File: config.mk
export PLATFORM = sky130hd
export DESIGN_NAME = dlb_policer
export DESIGN_NICKNAME = d
export VERILOG_FILES = /design/src/rtl/dlb_pkg.sv /design/src/rtl/dlb_frame_cost.sv /design/src/rtl/dlb_burst_limit.sv /design/src/rtl/dlb_bucket.sv /design/src/rtl/dlb_policer.sv
export SDC_FILE = /design/constraint.sdc
export NUM_CORES = 1
export LEC_CHECK = 0
export CORE_ASPECT_RATIO = 1.2
export CORE_UTILIZATION = 38
export CTS_BUF_LIST = sky130_fd_sc_hd__clkbuf_8
export DETAILED_ROUTE_END_ITERATION = 10
export DONT_BUFFER_PORTS = 1
export GPL_TIMING_DRIVEN = 0
export PLACE_DENSITY_LB_ADDON = 0.2
export RECOVER_POWER = 50
export SLEW_MARGIN = 0
export SYNTH_ARGS = -nofsm -noshare
export SYNTH_HDL_FRONTEND = slang
export SYNTH_SLANG_ARGS = --single-unit
File: constraint.sdc
create_clock -name clk -period 23 [get_ports clk]
set_input_delay 1.15 -clock clk [delete_from_list [all_inputs] [get_ports clk]]
set_output_delay 1.15 -clock clk [all_outputs]
set_load 0.005 [all_outputs]
File: src/rtl/dlb_pkg.sv
package dlb_pkg;
   typedef enum logic [1:0] {
      MODE_LINE = 2'd0,
      MODE_DATA = 2'd1,
      MODE_FHI  = 2'd2,
      MODE_FLO  = 2'd3
   } meter_mode_e;

   localparam int BYTE_BURST_SHIFT = 12;
   localparam int FHI_BURST_FU     = 328;
   localparam int FLO_BURST_FU     = 3;
   localparam int FRAME_COST_FU    = 10;
endpackage

File: src/rtl/dlb_frame_cost.sv
module dlb_frame_cost
   import dlb_pkg::*;
#(
   parameter int LEN_W  = 16,
   parameter int IPG_W  = 5,
   parameter int FILL_W = 23
) (
   input  meter_mode_e       mode,
   input  logic [LEN_W-1:0]  len,
   input  logic [IPG_W-1:0]  ipg,
   output logic [FILL_W-1:0] cost
);
   if (FILL_W <= LEN_W + 1) begin : g_chk
      $error("dlb_frame_cost: FILL_W too narrow for frame cost");
   end

   always_comb begin
      case (mode)
         MODE_LINE: cost = FILL_W'(len) + FILL_W'(ipg);
         MODE_DATA: cost = FILL_W'(len);
         default:   cost = FILL_W'(FRAME_COST_FU);
      endcase
   end
endmodule

File: src/rtl/dlb_burst_limit.sv
module dlb_burst_limit
   import dlb_pkg::*;
#(
   parameter int BURST_W = 7,
   parameter int FILL_W  = 23
) (
   input  meter_mode_e        mode,
   input  logic [BURST_W-1:0] burst,
   output logic [FILL_W-1:0]  limit
);
   if (FILL_W <= BURST_W + BYTE_BURST_SHIFT) begin : g_chk
      $error("dlb_burst_limit: FILL_W too narrow for burst limit");
   end

   always_comb begin
      case (mode)
         MODE_FHI: limit = FILL_W'(burst) * FILL_W'(FHI_BURST_FU);
         MODE_FLO: limit = FILL_W'(burst) * FILL_W'(FLO_BURST_FU);
         default:  limit = FILL_W'(burst) << BYTE_BURST_SHIFT;
      endcase
   end
endmodule

File: src/rtl/dlb_bucket.sv
module dlb_bucket #(
   parameter int FILL_W = 23
) (
   input  logic              clk,
   input  logic              rst_n,
   input  logic              tick,
   input  logic [FILL_W-1:0] leak,
   input  logic              add_en,
   input  logic [FILL_W-1:0] cost,
   input  logic [FILL_W-1:0] limit,
   input  logic              ovs_en,
   input  logic              force_full,
   output logic [FILL_W-1:0] fill_q,
   output logic              conform
);
   logic [FILL_W-1:0] drained;
   logic [FILL_W:0]   summed;
   logic [FILL_W:0]   fill_plus;

   assign fill_plus = {1'b0, fill_q} + {1'b0, cost};
   assign conform   = ovs_en ? (fill_q < limit) : (fill_plus <= {1'b0, limit});

   always_comb begin
      if (tick) drained = (fill_q > leak) ? (fill_q - leak) : '0;
      else      drained = fill_q;
      summed = {1'b0, drained} + (add_en ? {1'b0, cost} : '0);
   end

   always_ff @(posedge clk) begin
      if (!rst_n)          fill_q <= '0;
      else if (force_full) fill_q <= '1;
      else if (summed[FILL_W]) fill_q <= '1;
      else                 fill_q <= summed[FILL_W-1:0];
   end

   // a bucket is charged only for frames it accepts
   a_r2_charge_only_conform: assert property (@(posedge clk) disable iff (!rst_n)
      add_en |-> conform);
   // without overshoot an accepted frame never lifts the fill past the limit
   a_r6_no_overshoot: assert property (@(posedge clk) disable iff (!rst_n)
      (add_en && !ovs_en && !force_full) |=> (fill_q <= $past(limit)));
   // with no tick, charge or force the fill holds
   a_r5_hold: assert property (@(posedge clk) disable iff (!rst_n)
      (!tick && !add_en && !force_full) |=> $stable(fill_q));
endmodule

File: src/rtl/dlb_policer.sv
module dlb_policer
   import dlb_pkg::*;
#(
   parameter int LEN_W   = 16,
   parameter int IPG_W   = 5,
   parameter int RATE_W  = 16,
   parameter int BURST_W = 7,
   parameter int FILL_W  = 23,
   parameter bit DUAL    = 1'b1
) (
   input  logic               clk,
   input  logic               rst_n,
   input  logic               frm_vld,
   input  logic [LEN_W-1:0]   frm_len,
   input  logic               tick,
   input  logic [1:0]         cfg_mode,
   input  logic [IPG_W-1:0]   cfg_ipg,
   input  logic [RATE_W-1:0]  cfg_pir,
   input  logic [BURST_W-1:0] cfg_pbs,
   input  logic [RATE_W-1:0]  cfg_cir,
   input  logic [BURST_W-1:0] cfg_cbs,
   input  logic               cfg_cir_en,
   input  logic               cfg_couple,
   input  logic               cfg_ovs_en,
   input  logic               force_pk_full,
   input  logic               force_cm_full,
   output logic               dec_vld,
   output logic               dec_pass
);
   if (RATE_W + 1 >= FILL_W) begin : g_chk
      $error("dlb_policer: RATE_W must stay below FILL_W");
   end

   meter_mode_e       mode;
   logic [FILL_W-1:0] cost, pk_limit, pk_leak, pk_fill;
   logic [FILL_W-1:0] cm_surplus;
   logic              pk_ok, cm_ok, cm_use, pk_dis, pass, pk_add;

   assign mode   = meter_mode_e'(cfg_mode);
   assign pk_dis = (&cfg_pir) && (cfg_pbs == '0);

   dlb_frame_cost #(.LEN_W(LEN_W), .IPG_W(IPG_W), .FILL_W(FILL_W)) u_cost (
      .mode(mode), .len(frm_len), .ipg(cfg_ipg), .cost(cost));

   dlb_burst_limit #(.BURST_W(BURST_W), .FILL_W(FILL_W)) u_pk_lim (
      .mode(mode), .burst(cfg_pbs), .limit(pk_limit));

   if (DUAL) begin : g_cm
      logic [FILL_W-1:0] cm_limit, cm_fill, cm_leak;
      logic              cm_add;

      assign cm_use  = cfg_cir_en;
      assign cm_leak = FILL_W'(cfg_cir);
      assign cm_add  = frm_vld && cm_use && cm_ok;
      assign cm_surplus = (tick && cm_use && cfg_couple && (cm_leak > cm_fill)) ?
                          (cm_leak - cm_fill) : '0;

      dlb_burst_limit #(.BURST_W(BURST_W), .FILL_W(FILL_W)) u_cm_lim (
         .mode(mode), .burst(cfg_cbs), .limit(cm_limit));

      dlb_bucket #(.FILL_W(FILL_W)) u_cm (
         .clk(clk), .rst_n(rst_n), .tick(tick), .leak(cm_leak),
         .add_en(cm_add), .cost(cost), .limit(cm_limit), .ovs_en(cfg_ovs_en),
         .force_full(force_cm_full), .fill_q(cm_fill), .conform(cm_ok));

      // forcing the committed bucket leaves it full
      a_r7_cm_forced: assert property (@(posedge clk) disable iff (!rst_n)
         force_cm_full |=> (cm_fill == '1));
   end else begin : g_slb
      assign cm_use     = 1'b0;
      assign cm_ok      = 1'b0;
      assign cm_surplus = '0;
   end

   assign pk_leak = FILL_W'(cfg_pir) + cm_surplus;
   assign pk_add  = frm_vld && !pk_dis && !(cm_use && cm_ok) && pk_ok;
   assign pass    = pk_dis || (cm_use && cm_ok) || pk_ok;

   dlb_bucket #(.FILL_W(FILL_W)) u_pk (
      .clk(clk), .rst_n(rst_n), .tick(tick), .leak(pk_leak),
      .add_en(pk_add), .cost(cost), .limit(pk_limit), .ovs_en(cfg_ovs_en),
      .force_full(force_pk_full), .fill_q(pk_fill), .conform(pk_ok));

   always_ff @(posedge clk) begin
      if (!rst_n) begin
         dec_vld  <= 1'b0;
         dec_pass <= 1'b0;
      end else begin
         dec_vld  <= frm_vld;
         dec_pass <= frm_vld && pass;
      end
   end

   // one decision per frame, one cycle later
   a_r1_dec_follows: assert property (@(posedge clk) disable iff (!rst_n)
      frm_vld |=> dec_vld);
   a_r1_no_spurious: assert property (@(posedge clk) disable iff (!rst_n)
      !frm_vld |=> !dec_vld);
   // disabled policer passes everything
   a_r8_disabled_pass: assert property (@(posedge clk) disable iff (!rst_n)
      (frm_vld && (&cfg_pir) && (cfg_pbs == '0)) |=> dec_pass);
   // forcing the peak bucket leaves it full
   a_r7_pk_forced: assert property (@(posedge clk) disable iff (!rst_n)
      force_pk_full |=> (pk_fill == '1));
endmodule

# Yosys cells after proc, flatten, opt, wreduce, memory -nomap -nowiden
# Index checks and enable logic that the tools add are counted.
[op_classes]
n_mux = 16
div = 0
n_eq_ne = 3
mul = 4
order_cmp = 7
reduce_logical = 18
shifts = 0
bitwise = 0
n_addsub = 9
[ops]
columns = ["operator", "n"]
rows = [
  ["$mux W23", 11],
  ["$pmux W19 S2", 2],
  ["$add A23 B23 Y24", 2],
  ["$add A23 B24 Y24", 2],
  ["$le A24 B19 Y1", 2],
  ["$lt A23 B19 Y1", 2],
  ["$pmux W23 S2", 1],
  ["$mul A7 B6 Y13 const B", 2],
  ["$add A16 B23 Y23", 1],
  ["$gt A16 B23 Y1", 1],
  ["$gt A23 B16 Y1", 1],
  ["$gt A23 B23 Y1", 1],
  ["$sub A16 B23 Y23", 1],
  ["$sub A23 B16 Y23", 1],
  ["$sub A23 B23 Y23", 1],
  ["$mul A7 B2 Y9 const B", 2],
  ["$add A16 B5 Y17", 1],
  ["$reduce_and A16 Y1", 1],
  ["$logic_and A1 B1 Y1", 11],
  ["$logic_not A7 Y1", 1],
  ["$eq A2 B2 Y1 const B", 2],
  ["$eq A2 B1 Y1 const B", 1],
  ["$logic_not A1 Y1", 2],
  ["$logic_not A2 Y1", 1],
  ["2 further kinds", 4],
]
[totals]
regBits = 48
input_bits = 78
latch_bits = 0
mem_bits_rw = 0
elab_cells = 61
n_memories = 0
romBits = 0

# Logic depth before layout (Yosys ltp)
# Gate-level depths: netlist (run 1).
[logic_depth]
word_depth = 13
ltp_mapped = 55

# By module
# From an unflattened synthesis (run 1), not the netlist that was laid out.
[hier_totals]
cells_unflattened = 2039
area_unflattened_um2 = 15583.7
[by_module_without_submodules]
columns = ["module", "area_per_inst_um2", "n_inst", "cells_per_inst", "seq_area_each_um2"]
rows = [
  ["dlb_bucket (u_pk)", 5505.3, 1, 700, 460.4],
  ["dlb_bucket (g_cm.u_cm)", 5489.0, 1, 731, 460.4],
  ["dlb_burst_limit", 1038.5, 2, 126, 0.0],
  ["dlb_policer", 1863.0, 1, 263, 40.0],
  ["dlb_frame_cost", 649.4, 1, 93, 0.0],
]

# Worst setup path before layout (run 1)
# No wires, ideal clock.
[synth_timing]
path_type = "input port to flip-flop"
start = "input cfg_cir[1]"
end = "register u_pk.fill_q[17]"
arrival_ns = 10.455
slack_ns = 12.430
cell_stages = 53
path_cell_list = "inv_1 ha_1 nor2b_1 o21ai_0 a21oi_1 o21ai_0 a21oi_1 o21ai_0 nand2b_1 a211oi_1 o31ai_1 a21oi_1 or3_1 clkbuf_1 or2_2 fa_1 nor2b_1 o21ai_0 [... 17 more ...] buf_2 nor2_1 a21oi_1 inv_1 ha_1 a21o_1 a21oi_1 nor2b_1 or4b_2 a21oi_1 o31ai_1 a21o_1 a21o_1 nand2_1 inv_1 a31o_2 clkbuf_1 o21a_1"
[synth_via]
elab_chain_len = 10
word_cells_on_any_way = 12
classes_between = "4 x add/sub; 2 x order compare; 5 x mux; 1 x reduce/logical"
[synth_lines]
columns = ["element", "line_no", "text"]
rows = [
  ["start: declaration", "dlb_policer.sv:20", "input logic [RATE_W-1:0] cfg_cir,"],
  ["$gt A16 B23 Y1", "dlb_policer.sv:55", "assign cm_surplus = (tick && cm_use && cfg_couple && (cm_leak > cm_fill)) ?"],
  ["$logic_and A1 B1 Y1", "dlb_policer.sv:55", ""],
  ["$mux W23 (*)", "dlb_policer.sv:55", ""],
  ["$add A16 B23 Y23 (*)", "dlb_policer.sv:75", "assign pk_leak = FILL_W'(cfg_pir) + cm_surplus;"],
  ["$sub A23 B23 Y23 or $gt A23 B23 Y1 (tied branches)", "dlb_bucket.sv:24", "if (tick) drained = (fill_q > leak) ? (fill_q - leak) : '0;"],
  ["$mux W23 (*) (2 in series)", "dlb_bucket.sv:24", ""],
  ["$add A23 B24 Y24 (*)", "dlb_bucket.sv:26", "summed = {1'b0, drained} + (add_en ? {1'b0, cost} : '0);"],
  ["$mux W23 (*)", "dlb_bucket.sv:32", "else if (summed[FILL_W]) fill_q <= '1;"],
  ["$mux W23 (*)", "dlb_bucket.sv:31", "else if (force_full) fill_q <= '1;"],
  ["end signal: assignment", "dlb_bucket.sv:33", "else fill_q <= summed[FILL_W-1:0];"],
  ["end: declaration", "dlb_bucket.sv:13", "output logic [FILL_W-1:0] fill_q,"],
]
# Mark *: on every way between the ends. The rest lies on a longest branch, timed or not.
# A chain may end at the register's enable or synchronous reset.

# Final worst setup path (run 1)
[layout_timing]
start = "input cfg_cir[2]"
end = "register u_pk.fill_q[3]"
# Same word-level chain as after synthesis.

==> out/qor.csv, run 1 <==
stage,metric,value,unit
drt,first_iter_violations,665,
floorplanning,core_area,0.0351,sq mm
setup_path,slowest_delay,870,ps
hold_path,hold_class,flop to flop,
floorplanning,die_h,209,microns
setup_path,cp_common_cell,a21oi_1,
job,cap_violations,0,
clock_tree,numCtsBuffers,5,
grt,antenna_found_initial,1,
pwr,leakage,6.67,nW
place,port_buffers,0,
synthesis,synth_edf_count,0,
place,place.detailed.hpwl,38500,microns
place,place_congestion,0.924,
synthesis,synthCells,1803,
floorplanning,die-area,0.0365,sq mm
synthesis,ys_seq_elements,48,
clock_tree,cts.clk_slew.worst_paths,110,ps
cells_and_area,syn2layout_area_growth,5.06,%
floorplanning,io_pins,80,
timing,whs,855,ps
drt,vias_per_cell,5.81,
drt,first_pass_iters,5,
pwr,power_density,44.3,mW/mm^2
grt,grt_pass1_wl,69700,microns
drt,drt-total-wl,44700,microns
floorplanning,dieWidth,175,microns
clock_tree,hold_buffers,0,
clock_tree,clock_sinks,48,
cells_and_area,finalNetCount,2187,
timing,setup_viol,0,
timing,clock_skew,13.6,ps
outcome,outcome,"complete, no violations",
clock_tree,clockBufferDepth,2,
synthesis,synth_cell_types,89,
timing,rsz0062_at_grt,no,
setup_path,cp-end-kind,flop,
timing,worst_pin_slew,1250,ps
grt,grt_pass1_vias,13100,
synthesis,yosysSeqAreaShare,0.0708,
setup_path,worstSetupPathType,primary input to flop,
grt,globalRouteOverflowTotal,0,
clock_tree,h-tree-depth,2,
cells_and_area,final_cell_mix,"ha_1, nor2_1, inv_1, a21oi_1, nand2_1",
floorplanning,rows,75,
cells_and_area,layout_commonest_cell,ha_1,
synthesis,synth_ff_type,dfxtp_1,
setup_path,cp.required,23220,ps
synthesis,syn_area,0.0136,sq mm
timing,min_period_over_period,0.538,
grt,grt_max_degree,16,
synthesis,yosysWarningCount,0,
pwr,peakVddDrop,0.0221,mV
synthesis,async_flop_share,0,
drt,drc,0,
drt,ant_nets,0,
timing,fmax,80.9,MHz
setup_path,start_kind,primary input,
timing,hold_viol,0,
cells_and_area,nFillCells,3770,
setup_path,arrival,12590,ps
floorplanning,initial_utilization,0.387,
timing,fin_crit,12360,ps
clock_tree,clk-insertion-delay-late,330,ps
cells_and_area,drive_gt1_frac,0.0309,
timing,drv_slew,0,
clock_tree,cts-resized-gates,0,
grt,grt_use_total,0.243,
clock_tree,cts_setup_buffers,0,
setup_path,critPathMaxFanout,10,
clock_tree,cts_tree,yes,
clock_tree,cts_root_buf,clkbuf_8,
timing,finalSetupTns,0,ps
timing,relSlewSlack,0.157,
setup_path,slowest_stage,o41ai_1,
drt,vias,13200,
synthesis,syn_avg_cell_area,7.53,sq um
drt,wl_per_cell,19.7,microns
report_power, final:
group	internal [W]	switching (W)
Combinational	0.000193	0.000258
Sequential	0.0000924	0.0000197
Clock	0.0000357	0.0000340
Total	0.000321	0.000312
layout make-up:
type                            count  area, sq um  share of cell area
Inverter                          138          518              0.0363
Sequential cell                    48          961              0.0674
Clock buffer                        6         82.6             0.00579
Buffer                             63          256              0.0180
Clock inverter                      2         38.8             0.00272
Antenna cell                        2         5.00            0.000351
Tap cell                          462          578              0.0405
Multi-Input combinational cell   1555        11800               0.829
path summary, 6_finish.rpt:
kind | slack (ps) | endpoint | cells past startpoint | from
worst max-delay path | 10640 | u_pk.fill_q[3] | 53 | cfg_cir[2]
worst min-delay path | 850 | u_pk.fill_q[20] | 4 | u_pk.fill_q[19]
worst max register to register | 11050 | u_pk.fill_q[3] | 52 | g_cm.u_cm.fill_q[2]
worst min register to register | 850 | u_pk.fill_q[20] | 4 | u_pk.fill_q[19]
cell usage after synthesis, drive strengths merged (5+ instances only):
cell type	instances	share of area
a22o	10	0.0065
o22ai	19	0.0088
a221o	5	0.0037
ha	283	0.26
a211oi	20	0.011
mux2	8	0.0066
xnor2	110	0.071
a2111oi	5	0.0047
o31a	5	0.0032
nor2	142	0.039
and3	22	0.010
nor2b	29	0.013
a22oi	10	0.0055
nor3	38	0.015
or3	10	0.0046
and2	6	0.0028
o21ai	101	0.038
a31oi	9	0.0053
nand3	34	0.013
o41ai	5	0.0032
fa	15	0.022
mux2i	5	0.0040
or2	7	0.0032
nor3b	8	0.0048
o21bai	17	0.0097
nor4	18	0.0083
o31ai	10	0.0055
nand2b	29	0.013
o21a	77	0.043
o211ai	11	0.0061
inv	137	0.038
clkbuf	46	0.013
a21boi	5	0.0028
xor2	55	0.035
buf	17	0.0070
nor4b	12	0.0082
dfxtp	48	0.071
a21oi	138	0.052
nand2	114	0.032
a21o	79	0.044
nand4	26	0.012
flip-flops by register name, summed over array words and instances, names as in the netlist:
signal            flops
g_cm.u_cm.fill_q     23
dec_vld               1
u_pk.fill_q          23
dec_pass              1
worst max-delay path: cells and delay by family:
kind	cells	cell delay, ps
xor+xnor	1	120
buf+inv	7	1170
simple gates	14	2930
fa+ha+maj	4	1410
compound gates	27	5800
logic make-up after synthesis:
logic type                 share of synthesized area
adders and majority gates                      0.285
xor gates and xnor gates                       0.106
AOI/OAI and AO/OA                              0.280
muxes                                         0.0106
buffers and inverters                         0.0579
DFF                                           0.0708
and+or+nand+nor                                0.188
other                                       0.000276
per-layer routing:
layer  wire length [microns]  GRT usage
met5                       0          0
met4                    2260      0.109
met3                    1850     0.0267
met2                   22500      0.451
met1                   18100      0.276
stage by stage:
| step | total power, W | setup slack, ps | area, sq um | utilization | instances |
|---|---|---|---|---|---|
| floorplan | 0.000453 | 12430 | 13600 | - | 1804 |
| global placement | 0.000554 | 10440 | 14200 | 0.403 | 2266 |
| detailed placement | 0.000560 | 10420 | 14200 | 0.403 | 2266 |
| CTS | 0.000633 | 10710 | 14300 | 0.407 | 2274 |
| global route | 0.000695 | 9660 | 14300 | 0.406 | 2274 |
| finish | 0.000632 | 10640 | 14300 | 0.406 | 2276 |
Note: power is estimated with default switching activity, not from simulation.
==> run 2: changes to the inputs <==
Clock period 23 ns to 9.97 ns, I/O delays scaled along.
==> out/qor.csv, run 2 (synthesis gave the netlist of run 1 again) <==
stage,metric,value,unit,change
outcome,outcome,"complete, no violations",,unchanged
drt,ant_nets,0,,unchanged
timing,worst_pin_slew,823,ps,was 1250 ps
setup_path,start_kind,flop,,was primary input
setup_path,cp-end-kind,flop,,unchanged
grt,grt_use_total,0.248,,was 0.243
cells_and_area,final_cell_mix,"ha_1, nor2_1, inv_1, a21oi_1, nand2_1",,unchanged
timing,setup_viol,0,,unchanged
cells_and_area,stdcell_area,0.0152,sq mm,was 0.0143 sq mm
clock_tree,cts.clk_slew.worst_paths,100,ps,was 110 ps
place,place_congestion,0.924,,unchanged
clock_tree,clk-insertion-delay-late,330,ps,about the same
setup_path,critPathMaxFanout,10,,unchanged
setup_path,worstSetupPathType,flop to flop,,was primary input to flop
grt,grt_max_degree,16,,unchanged
setup_path,worst-r2r-cell-count,55,,was 52
pwr,peakVddDrop,0.0519,mV,was 0.0221 mV
timing,min_period_over_period,0.955,,
floorplanning,rows,75,,unchanged
timing,relSlewSlack,0.436,,was 0.157
setup_path,arrival,9740,ps,was 12590 ps
floorplanning,io_pins,80,,unchanged
hold_path,hold_class,primary input to flop,,was flop to flop
clock_tree,hold_buffers,0,,unchanged
floorplanning,initial_utilization,0.387,,unchanged
setup_path,cp.required,10190,ps,was 23220 ps
cells_and_area,drive_gt1_frac,0.104,,was 0.0309
cells_and_area,reg.largest.list,"g_cm.u_cm.fill_q: 23 flops, u_pk.fill_q: 23 flops",,unchanged
clock_tree,clockBufferDepth,2,,unchanged
timing,hold_viol,0,,unchanged
job,cap_violations,0,,unchanged
grt,grt_pass1_vias,13500,,was 13100
drt,vias,13600,,was 13200
timing,whs,343,ps,was 855 ps
drt,drt-total-wl,46000,microns,was 44700 microns
cells_and_area,layout_commonest_cell,ha_1,,unchanged
clock_tree,h-tree-depth,2,,unchanged
setup_path,slowest_stage,or4b_4,,was o41ai_1
pwr,power_density,102,mW/mm^2,was 44.3 mW/mm^2
place,placed_area,0.0142,sq mm,unchanged
drt,drc,0,,unchanged
hold_path,hold_depth,1,,was 4
cells_and_area,syn2layout_area_growth,12.0,%,was 5.06%
cells_and_area,final_util,0.433,,was 0.406
floorplanning,dieWidth,175,microns,unchanged
place,place.detailed.hpwl,38500,microns,unchanged
clock_tree,cts_root_buf,clkbuf_8,,unchanged
pwr,leakage,7.14,nW,was 6.67 nW
floorplanning,die-area,0.0365,sq mm,unchanged
clock_tree,clock_sinks,48,,unchanged
cells_and_area,finalNetCount,2258,,was 2187
drt,vias_per_cell,5.81,,about the same
floorplanning,core_area,0.0351,sq mm,unchanged
setup_path,cp_common_cell,a21oi_2,,was a21oi_1
timing,drv_slew,0,,unchanged
place,port_buffers,0,,unchanged
timing,fmax,105,MHz,
grt,antenna_found_initial,1,,unchanged
floorplanning,die_h,209,microns,unchanged
drt,first_pass_iters,5,,unchanged
clock_tree,numCtsBuffers,5,,unchanged
setup_path,slowest_delay,480,ps,was 870 ps
grt,globalRouteOverflowTotal,0,,unchanged
drt,wl_per_cell,19.6,microns,was 19.7 microns
grt,grt_pass1_wl,71200,microns,was 69700 microns
timing,fin_crit,9520,ps,
timing,clock_skew,13.9,ps,was 13.6 ps
drt,first_iter_violations,701,,was 665
clock_tree,cts_tree,yes,,unchanged
run 2: layer usage:
metal / part of all wire / global-route usage
met3: 0.043 / 0.0278
met2: 0.50 / 0.459
met5: 0 / 0
met1: 0.40 / 0.280
met4: 0.055 / 0.117
run 2: final timing paths:
path / slack, ps / startpoint / to
hold reg to reg: 860 / u_pk.fill_q[19] / u_pk.fill_q[20]
hold / removal: 340 / force_pk_full / u_pk.fill_q[22]
setup reg to reg: 450 / g_cm.u_cm.fill_q[1] / u_pk.fill_q[3]
setup / recovery: 450 / g_cm.u_cm.fill_q[1] / u_pk.fill_q[3]
run 2: area by class of cell:
type,instances,area [sq um]
Antenna cell,1,2.50
Buffer,60,312
Clock buffer,6,82.6
Clock inverter,2,38.8
Fill cell,3681,19900
Inverter,138,522
Multi-Input combinational cell,1555,12100
Sequential cell,48,968
Tap cell,462,578
Timing Repair Buffer,74,569
run 2: power breakdown:
part | total (W) | switching (W) | internal (W) | leakage, nW
combinational | 0.00113 | 0.000624 | 0.000505 | 6.68
sequential | 0.000260 | 0.0000462 | 0.000213 | 0.403
clock | 0.000162 | 0.0000796 | 0.0000823 | 0.0614
total | 0.00155 | 0.000750 | 0.000801 | 7.14
run 2: worst max-delay path: cells and delay by family, from the launching register on:
kind            cells  cell delay [ps]
xor+xnor            1               90
compound gates     27             4290
fa+ha+maj           5             1450
flops               1              390
buf+inv             7              810
simple gates       15             2390
run 2: stage by stage:
| step | instances | setup WS, ps | TNS, ps | total power (W) |
|---|---|---|---|---|
| after floorplan | 1804 | 51.7 | 0 | 0.00104 |
| after global placement | 2266 | -1940 | -46720 | 0.00128 |
| after detailed placement | 2266 | -1960 | -46850 | 0.00129 |
| after CTS | 2326 | 22.8 | 0 | 0.00152 |
| after global routing | 2345 | -74.5 | -724 | 0.00170 |
| final | 2346 | 449 | 0 | 0.00155 |
run 2: timing repair:
| action | CTS | global route |
|---|---|---|
| buffers inserted | 54 | 19 |
| gates resized for setup | 41 | 58 |
| pin swaps | 10 | 36 |
| gates cloned | 0 | 1 |
| setup endpoints to repair | 23 | 46 |
